`src/rtl/sg_pkg.sv`:
```
package sg_pkg;
  localparam int SG_ADDR_W = 20;
  localparam int SG_SECT_W = 4;
  localparam int SG_GRP_W  = 3;

  typedef enum logic [7:0] {
    QRY_OPEN   = 8'h00,
    QRY_LOCKED = 8'h01
  } qry_code_e;
endpackage

```
`src/rtl/sg_lock_bits.sv`:
```
module sg_lock_bits #(
  parameter int GRP_W = 3,
  localparam int GROUPS = 1 << GRP_W
) (
  input  logic              clk,
  input  logic              rst,
  input  logic              busy,
  input  logic              ld_en,
  input  logic [GRP_W-1:0]  ld_group,
  input  logic              ld_set,
  output logic [GROUPS-1:0] lock_q
);
  for (genvar g = 0; g < GROUPS; g++) begin : g_bit
    always_ff @(posedge clk) begin
      if (rst)
        lock_q[g] <= 1'b0;
      else if (ld_en && !busy && (ld_group == GRP_W'(g)))
        lock_q[g] <= ld_set;
    end
  end
endmodule

```
`src/rtl/sg_sector_map.sv`:
```
module sg_sector_map #(
  parameter int SECT_W = 4,
  parameter int GRP_W  = 3,
  localparam int SECTS  = 1 << SECT_W,
  localparam int GROUPS = 1 << GRP_W,
  localparam int PER_GRP = SECTS / GROUPS
) (
  input  logic [GROUPS-1:0] lock_q,
  input  logic              unlock_hold,
  output logic [SECTS-1:0]  sect_lock
);
  for (genvar s = 0; s < SECTS; s++) begin : g_sect
    assign sect_lock[s] = lock_q[s / PER_GRP] & ~unlock_hold;
  end
endmodule

```
`src/rtl/sg_decide.sv`:
```
module sg_decide #(
  parameter int SECT_W = 4,
  localparam int SECTS = 1 << SECT_W
) (
  input  logic              clk,
  input  logic              rst,
  input  logic              chk_valid,
  input  logic              chk_multi,
  input  logic [SECT_W-1:0] chk_sector,
  input  logic [SECTS-1:0]  chk_sel,
  input  logic [SECTS-1:0]  sect_lock,
  output logic              rsp_valid,
  output logic              rsp_allow,
  output logic [SECTS-1:0]  rsp_keep
);
  logic [SECTS-1:0] want;
  logic [SECTS-1:0] keep_d;

  always_comb begin
    want = chk_multi ? chk_sel : (SECTS'(1) << chk_sector);
    keep_d = want & ~sect_lock;
  end

  always_ff @(posedge clk) begin
    if (rst) begin
      rsp_valid <= 1'b0;
      rsp_allow <= 1'b0;
      rsp_keep  <= '0;
    end else begin
      rsp_valid <= chk_valid;
      rsp_allow <= chk_valid && (keep_d != '0);
      rsp_keep  <= chk_valid ? keep_d : '0;
    end
  end
endmodule

```
`src/rtl/sg_query.sv`:
```
module sg_query #(
  parameter int GRP_W = 3,
  localparam int GROUPS = 1 << GRP_W
) (
  input  logic              clk,
  input  logic              rst,
  input  logic              qry_valid,
  input  logic [GRP_W-1:0]  qry_group,
  input  logic [GROUPS-1:0] lock_q,
  output logic              qry_ack,
  output logic [7:0]        qry_data
);
  import sg_pkg::*;

  always_ff @(posedge clk) begin
    if (rst) begin
      qry_ack  <= 1'b0;
      qry_data <= 8'h00;
    end else begin
      qry_ack <= qry_valid;
      if (qry_valid)
        qry_data <= lock_q[qry_group] ? 8'(QRY_LOCKED) : 8'(QRY_OPEN);
    end
  end
endmodule

```
`src/rtl/sector_guard.sv`:
```
module sector_guard #(
  parameter int ADDR_W = sg_pkg::SG_ADDR_W,
  parameter int SECT_W = sg_pkg::SG_SECT_W,
  parameter int GRP_W  = sg_pkg::SG_GRP_W,
  localparam int SECTS  = 1 << SECT_W,
  localparam int GROUPS = 1 << GRP_W
) (
  input  logic              clk,
  input  logic              rst,
  input  logic              chk_valid,
  input  logic              chk_multi,
  input  logic [ADDR_W-1:0] chk_addr,
  input  logic [SECTS-1:0]  chk_sel,
  input  logic              unlock_hold,
  input  logic              busy,
  input  logic              ld_en,
  input  logic [GRP_W-1:0]  ld_group,
  input  logic              ld_set,
  input  logic              qry_valid,
  input  logic [ADDR_W-1:0] qry_addr,
  output logic              rsp_valid,
  output logic              rsp_allow,
  output logic [SECTS-1:0]  rsp_keep,
  output logic              qry_ack,
  output logic [7:0]        qry_data
);
  logic [GROUPS-1:0] lock_q;
  logic [SECTS-1:0]  sect_lock;
  logic [SECT_W-1:0] chk_sector;
  logic [GRP_W-1:0]  qry_group;
  logic              unused_low;

  assign chk_sector = chk_addr[ADDR_W-1 -: SECT_W];
  assign qry_group  = qry_addr[ADDR_W-1 -: GRP_W];
  assign unused_low = ^{chk_addr[ADDR_W-SECT_W-1:0], qry_addr[ADDR_W-GRP_W-1:0]};

  sg_lock_bits #(.GRP_W(GRP_W)) bits_i (
    .clk(clk), .rst(rst), .busy(busy), .ld_en(ld_en),
    .ld_group(ld_group), .ld_set(ld_set), .lock_q(lock_q)
  );

  sg_sector_map #(.SECT_W(SECT_W), .GRP_W(GRP_W)) map_i (
    .lock_q(lock_q), .unlock_hold(unlock_hold), .sect_lock(sect_lock)
  );

  sg_decide #(.SECT_W(SECT_W)) dec_i (
    .clk(clk), .rst(rst), .chk_valid(chk_valid), .chk_multi(chk_multi),
    .chk_sector(chk_sector), .chk_sel(chk_sel), .sect_lock(sect_lock),
    .rsp_valid(rsp_valid), .rsp_allow(rsp_allow), .rsp_keep(rsp_keep)
  );

  sg_query #(.GRP_W(GRP_W)) qry_i (
    .clk(clk), .rst(rst), .qry_valid(qry_valid), .qry_group(qry_group),
    .lock_q(lock_q), .qry_ack(qry_ack), .qry_data(qry_data)
  );
endmodule

```
`config.mk`:
```
export PLATFORM = sky130hd
export DESIGN_NAME = sector_guard
export DESIGN_NICKNAME = d
export VERILOG_FILES = /design/src/rtl/sg_pkg.sv /design/src/rtl/sg_lock_bits.sv /design/src/rtl/sg_sector_map.sv /design/src/rtl/sg_decide.sv /design/src/rtl/sg_query.sv /design/src/rtl/sector_guard.sv
export SDC_FILE = /design/constraint.sdc
export NUM_CORES = 1
export LEC_CHECK = 0
export BUFFER_PORTS_ARGS = -buffer_cell sky130_fd_sc_hd__clkbuf_2
export CAP_MARGIN = 20
export CELL_PAD_IN_SITES_DETAIL_PLACEMENT = 0
export CELL_PAD_IN_SITES_GLOBAL_PLACEMENT = 1
export CORE_MARGIN = 10
export CORE_UTILIZATION = 30
export DETAILED_ROUTE_END_ITERATION = 8
export PLACE_DENSITY = 0.86
export SLEW_MARGIN = 20
export SYNTH_ARGS = -nofsm -noshare
export SYNTH_HDL_FRONTEND = slang
export SYNTH_HIERARCHICAL = 1
export SYNTH_SLANG_ARGS = --single-unit
```
`constraint.sdc`:
```
create_clock -name clk -period 1.7 [get_ports clk]
set_input_delay 0.34 -clock clk [delete_from_list [all_inputs] [get_ports clk]]
set_output_delay 0.34 -clock clk [all_outputs]
set_load 0.1 [all_outputs]
```
# Word-level counts from Yosys, hierarchy flattened

Index checks and enable logic that the tools add are counted.

Register bits after elaboration: 35
Latch bits: 0
Bits in writable memories: 0
ROM bits: 0
Bits of input ports: 68
Logic and storage cells: 52
Memories: 0

$add $sub $neg: 0
Multiply operators: 0
Divide/modulo/power cells: 0
Magnitude comparators: 1
Equality and inequality tests: 7
Shift operators: 1
Mux-type cells: 4
Bitwise operators: 12
Reductions and logical operators: 14

Operator list:

| operator             | count |
|---|---|
| $and 16x16->16       | 1 |
| $mux 16              | 1 |
| $not 16->16          | 1 |
| $reduce_bool 16->1   | 1 |
| $shl 1x4->16 const A | 1 |
| $eq 3x3->1 const B   | 4 |
| $logic_and 1x1->1    | 10 |
| $and 1x1->1          | 8 |
| $eq 3x2->1 const B   | 2 |
| $lt 3x4->1 const B   | 1 |
| $bmux 1 s3           | 1 |
| $eq 3x1->1 const B   | 1 |
| $logic_not 3->1      | 1 |
| $mux 1               | 2 |
| $not 1->1            | 2 |
| $reduce_or 2->1      | 1 |
| $logic_not 1->1      | 1 |

# Depth between registers and ports, before layout

Depth after elaboration: 6
Mapped depth: 7
Depth with buffers taken out: 6

# Modules after synthesis

Netlist, hierarchy kept.

By module, submodules not included:

| module        | times used | cells each | area an instance (sq um) | sequential area each (sq um) |
|---|---|---|---|---|
| sg_decide     | 1          | 96         | 839.6                    | 360.3 |
| sg_lock_bits  | 1          | 38         | 412.9                    | 160.2 |
| sg_query      | 1          | 19         | 186.4                    | 40.0 |
| sg_sector_map | 1          | 16         | 110.1                    | 0.0 |

# Least setup slack after synthesis

OpenSTA, ideal clock, no wires.

Path type: register to register
From: reg bits_i.lock_q[4]
To: reg dec_i.rsp_allow
Library setup time: 0.133 ns
Data arrival time: 1.292 ns
Required time: 1.567 ns
Setup slack: 0.275 ns
Cell stages (with the launch flop): 8
Buffers on the path: 1
Path through: dfxtp_1 -> nor2b_1 -> buf_4 -> and3b_1 -> a31oi_1 -> nand4_1 -> nor4_1 -> a31oi_1

Longest elaborated chain between the ends: 5

Ends and longest elaborated chain:

| element                         | line                | RTL |
|---|---|---|
| start, declared                 | sg_lock_bits.sv:11  | `output logic [GROUPS-1:0] lock_q` |
| start signal, assigned by index | sg_lock_bits.sv:18  | `lock_q[g] <= ld_set;` |
| $and 1x1->1                     | sg_sector_map.sv:13 | `assign sect_lock[s] = lock_q[s / PER_GRP] & ~unlock_hold;` |
| via sect_lock[8]                | sector_guard.sv:28  | `logic [SECTS-1:0] sect_lock;` |
| $not 16->16                     | sg_decide.sv:21     | `keep_d = want & ~sect_lock;` |
| $and 16x16->16                  | sg_decide.sv:21     |  |
| $reduce_bool 16->1              | sg_decide.sv:31     | `rsp_allow <= chk_valid && (keep_d != '0);` |
| $logic_and 1x1->1               | sg_decide.sv:31     |  |
| end signal, assigned            | sg_decide.sv:31     |  |
| end, declared                   | sg_decide.sv:13     | `output logic rsp_allow,` |

The timed path passes the listed nets, and every way through them passes these cells.
A chain may end at the register's enable or synchronous reset.

# Worst setup path after layout

From: reg bits_i.lock_q[3]
To: reg dec_i.rsp_allow

Same word-level chain as after synthesis.

==> impl_metrics.csv <==
group,metric,value,unit
clocking,ctsHoldBuffers,0,
synth,synth_area_per_cell,9.17,µm²
route,routed_wl,3880,µm
clocking,cts_buffer_depth,2,
synth,synth_area,1550,µm²
final_layout,final_net_count,290,
clocking,tritoncts,"done",
route,via_per_inst,4.39,
sta,finalSetupViolations,0,
clocking,cts_setup_buffers,0,
sta,fin_crit,1.52,ns
worst_setup_path,path_class,"flip-flop to flip-flop",
floorplanning,core,5040,µm²
placed_design,dpl.cell_count,287,
route,num_vias,1278,
clocking,clk_latency,0.27,ns
synth,async_flop_share,0,%
final_layout,n_fill_cell,567,
floorplanning,initial_utilization,30.7,%
route,drt_iter0_drc,56,
worst_setup_path,critPathLaunch,"bits_i/lock_q[3]",
floorplanning,pin_count,95,
synth,synth_edf_count,0,
sta,period_share,89.4,%
route,wl_per_cell,13.3,µm
synth,yosysTopAreaCellShare,36.2,%
route,drtPass1Iterations,4,
synth,synth_top_cell_by_area,"dfxtp_1",
worst_hold_path,holdCritPathClass,"input port to flip-flop",
sta,worstMarginPinSlew,0.548,ns
synth,synth_cells,169,
placed_design,place.gp.congestion,0.833,
worst_setup_path,critPathMaxFanout,4,
placed_design,pre_cts_slack,-0.0515,ns
clocking,path_clk_slew,0.09,ns
floorplanning,num_rows,26,
worst_setup_path,cp-start-kind,"flip-flop",
worst_setup_path,critPathRequiredTime,1.85,ns
global_routing,overflow,0,
worst_setup_path,cp-endpoint,"dec_i/rsp_allow",
clocking,clock-sinks,28,
floorplanning,fp.dieW,91.9,µm
synth,seq_area_frac_synth,36.2,%
final_layout,syn_to_final_growth,23.3,%
final_layout,fin_cells,291,
power_and_ir_drop,powerDensity,830,nW/µm²
sta,slew-limit-headroom,63.6,%
final_layout,drive_gt1_share,36.7,%
global_routing,antenna_found_initial,0,
clocking,h-tree-depth,1,
final_layout,final_core_util,37.9,%
run,drv_cap,0,
sta,finalMaxSlewViolations,0,
run_status,status,"completed",
synth,synth-main-ff-cell,"dfxtp_1",
placed_design,portBuffers,54,
worst_setup_path,cp_data_arrival_time,1.67,ns
worst_setup_path,critPathCaptureType,"flip-flop",
sta,rsz0062_at_grt,"no",
floorplanning,fp.dieH,91.9,µm
floorplanning,die_area,8440,µm²
synth,yosysUniqueCellTypes,36,
power_and_ir_drop,power.total,1.59,mW
global_routing,grt_start_max_net_pins,17,
synth,synth_seq_cells,28,
route,drtAntennaViolNets,0,
global_routing,grt_pass1_vias,1330,
worst_setup_path,r2r_start,"bits_i/lock_q[3]",
sta,finClkSkew,0.00756,ns
clocking,cts-root-buf,"clkbuf_8",
clocking,cts_resized,0,
power_and_ir_drop,ir_worst_vdd,379,µV
worst_setup_path,reg2regPathDepth,6,
route,drc,0,
synth,ys_warn_count,6,
final_layout,diodes,0,
global_routing,grt_usage,9.21,%
sta,setup_ws,0.180,ns
sta,final-hold-violation-count,0,
placed_design,dp_hpwl,3360,µm
sta,max_freq,0.658,GHz
clocking,numCtsBuffers,3,
power_and_ir_drop,p_leak,0.875,nW
worst_setup_path,r2r_slack,0.18,ns
synth,yosysMostFrequentCell,"dfxtp_1",
worst_setup_path,reg2reg_to,"dec_i/rsp_allow",
global_routing,grt_pass1_wl,6430,µm
synth,post_synth_main_area_contributors,"dfxtp_1 36%, buf_4 8.2%, mux2i_1 7.1%, nor2b_1 4.4%, nand2b_1 3.6%",
synth,synth_common_cells,"28 x dfxtp_1, 17 x buf_4, 15 x nor2_1",
## power breakdown
| part | switching [mW] | internal (mW) | leakage (nW) |
|---|---|---|---|
| registers | 0.00527 | 0.674 | 0.228 |
| clock network | 0.195 | 0.315 | 0.0357 |
| logic | 0.296 | 0.101 | 0.611 |
| total | 0.496 | 1.09 | 0.875 |
## worst min path at each step
stage | start | endpoint | slack, ns | depth (start not counted)
2_1_floorplan | rst | qry_i/qry_data[0] | 0.40 | 1
3_3_place_gp | bits_i/lock_q[2] | bits_i/lock_q[2] | 0.47 | 2
3_5_place_dp | bits_i/lock_q[6] | bits_i/lock_q[6] | 0.49 | 2
4_1_cts | qry_valid | qry_i/qry_data[0] | 0.27 | 2
5_1_grt | qry_valid | qry_i/qry_data[0] | 0.26 | 2
6_report | qry_valid | qry_i/qry_data[0] | 0.27 | 2
## flip-flops by register name (all words and copies together), names as in the netlist
register,flops
dec_i/rsp_allow,1
qry_i/qry_ack,1
dec_i/rsp_valid,1
bits_i/lock_q,8
dec_i/rsp_keep,16
qry_i/qry_data,1
## layout by cell type, fill, tap and decap left out, types with 2 or more instances in the layout
master / synthesis / routed
a31oi_1: 4 / 4
nand2b_1: 9 / 9
clkbuf_2: 1 / 54
nor2_1: 15 / 15
a22oi_1: 4 / 4
clkbuf_8: 0 / 3
nor4b_2: 2 / 2
buf_4: 17 / 10
mux2i_1: 11 / 11
nor3_1: 6 / 6
a2bb2oi_1: 4 / 4
nand2_1: 12 / 12
nor3b_2: 2 / 2
nor4_2: 1 / 2
a32oi_1: 2 / 2
nor2b_1: 11 / 10
inv_1: 3 / 3
nor3_2: 2 / 2
conb_1: 1 / 7
dfxtp_1: 28 / 28
a21oi_1: 4 / 4
nand4_1: 2 / 2
nand4b_1: 3 / 3
and3b_1: 5 / 5
and2_1: 7 / 7
## layer usage
layer	global-route usage, %	part of all wire [%]	up-vias
li1	-	-	670
met1	10.2	43	561
met2	15.9	49	42
met3	3.83	7.8	5
met4	2.31	0.93	0
met5	0	0	-
## cell families after synthesis
| kind of cell | share of synthesized area [%] |
|---|---|
| buf+inv | 12.0 |
| other cells | 0.242 |
| compound gates | 9.93 |
| mux | 8.56 |
| simple gates | 33.1 |
| flops | 36.2 |
## stage by stage
step	TNS [ns]	hold slack [ns]	cell area, µm²
after floorplan	0	0.405	1570
after CTS	0	0.265	1900
after global placement	-0.0195	0.471	1830
after global routing	0	0.265	1910
final	0	0.268	1910
after detailed placement	-0.0515	0.485	1830
## critical path: stages (launching register included)
cell and delay (ns):
dfxtp_1 0.36, nor2b_2 0.20, and3b_1 0.19, a31oi_1 0.21, nand4_1 0.16, nor4_2 0.17
a31oi_1 0.11
## layout make-up
cell class	count	area (µm²)	area share, %
repair buffers	64	345	18.1
flip-flops and latches	28	561	29.3
inverters	3	11.3	0.589
multi-input cells	122	835	43.7
clock buffers	3	41.3	2.16
well taps	70	87.6	4.58
clock inverters	1	30.0	1.57
No activity file was read; power rests on OpenSTA's default activity.
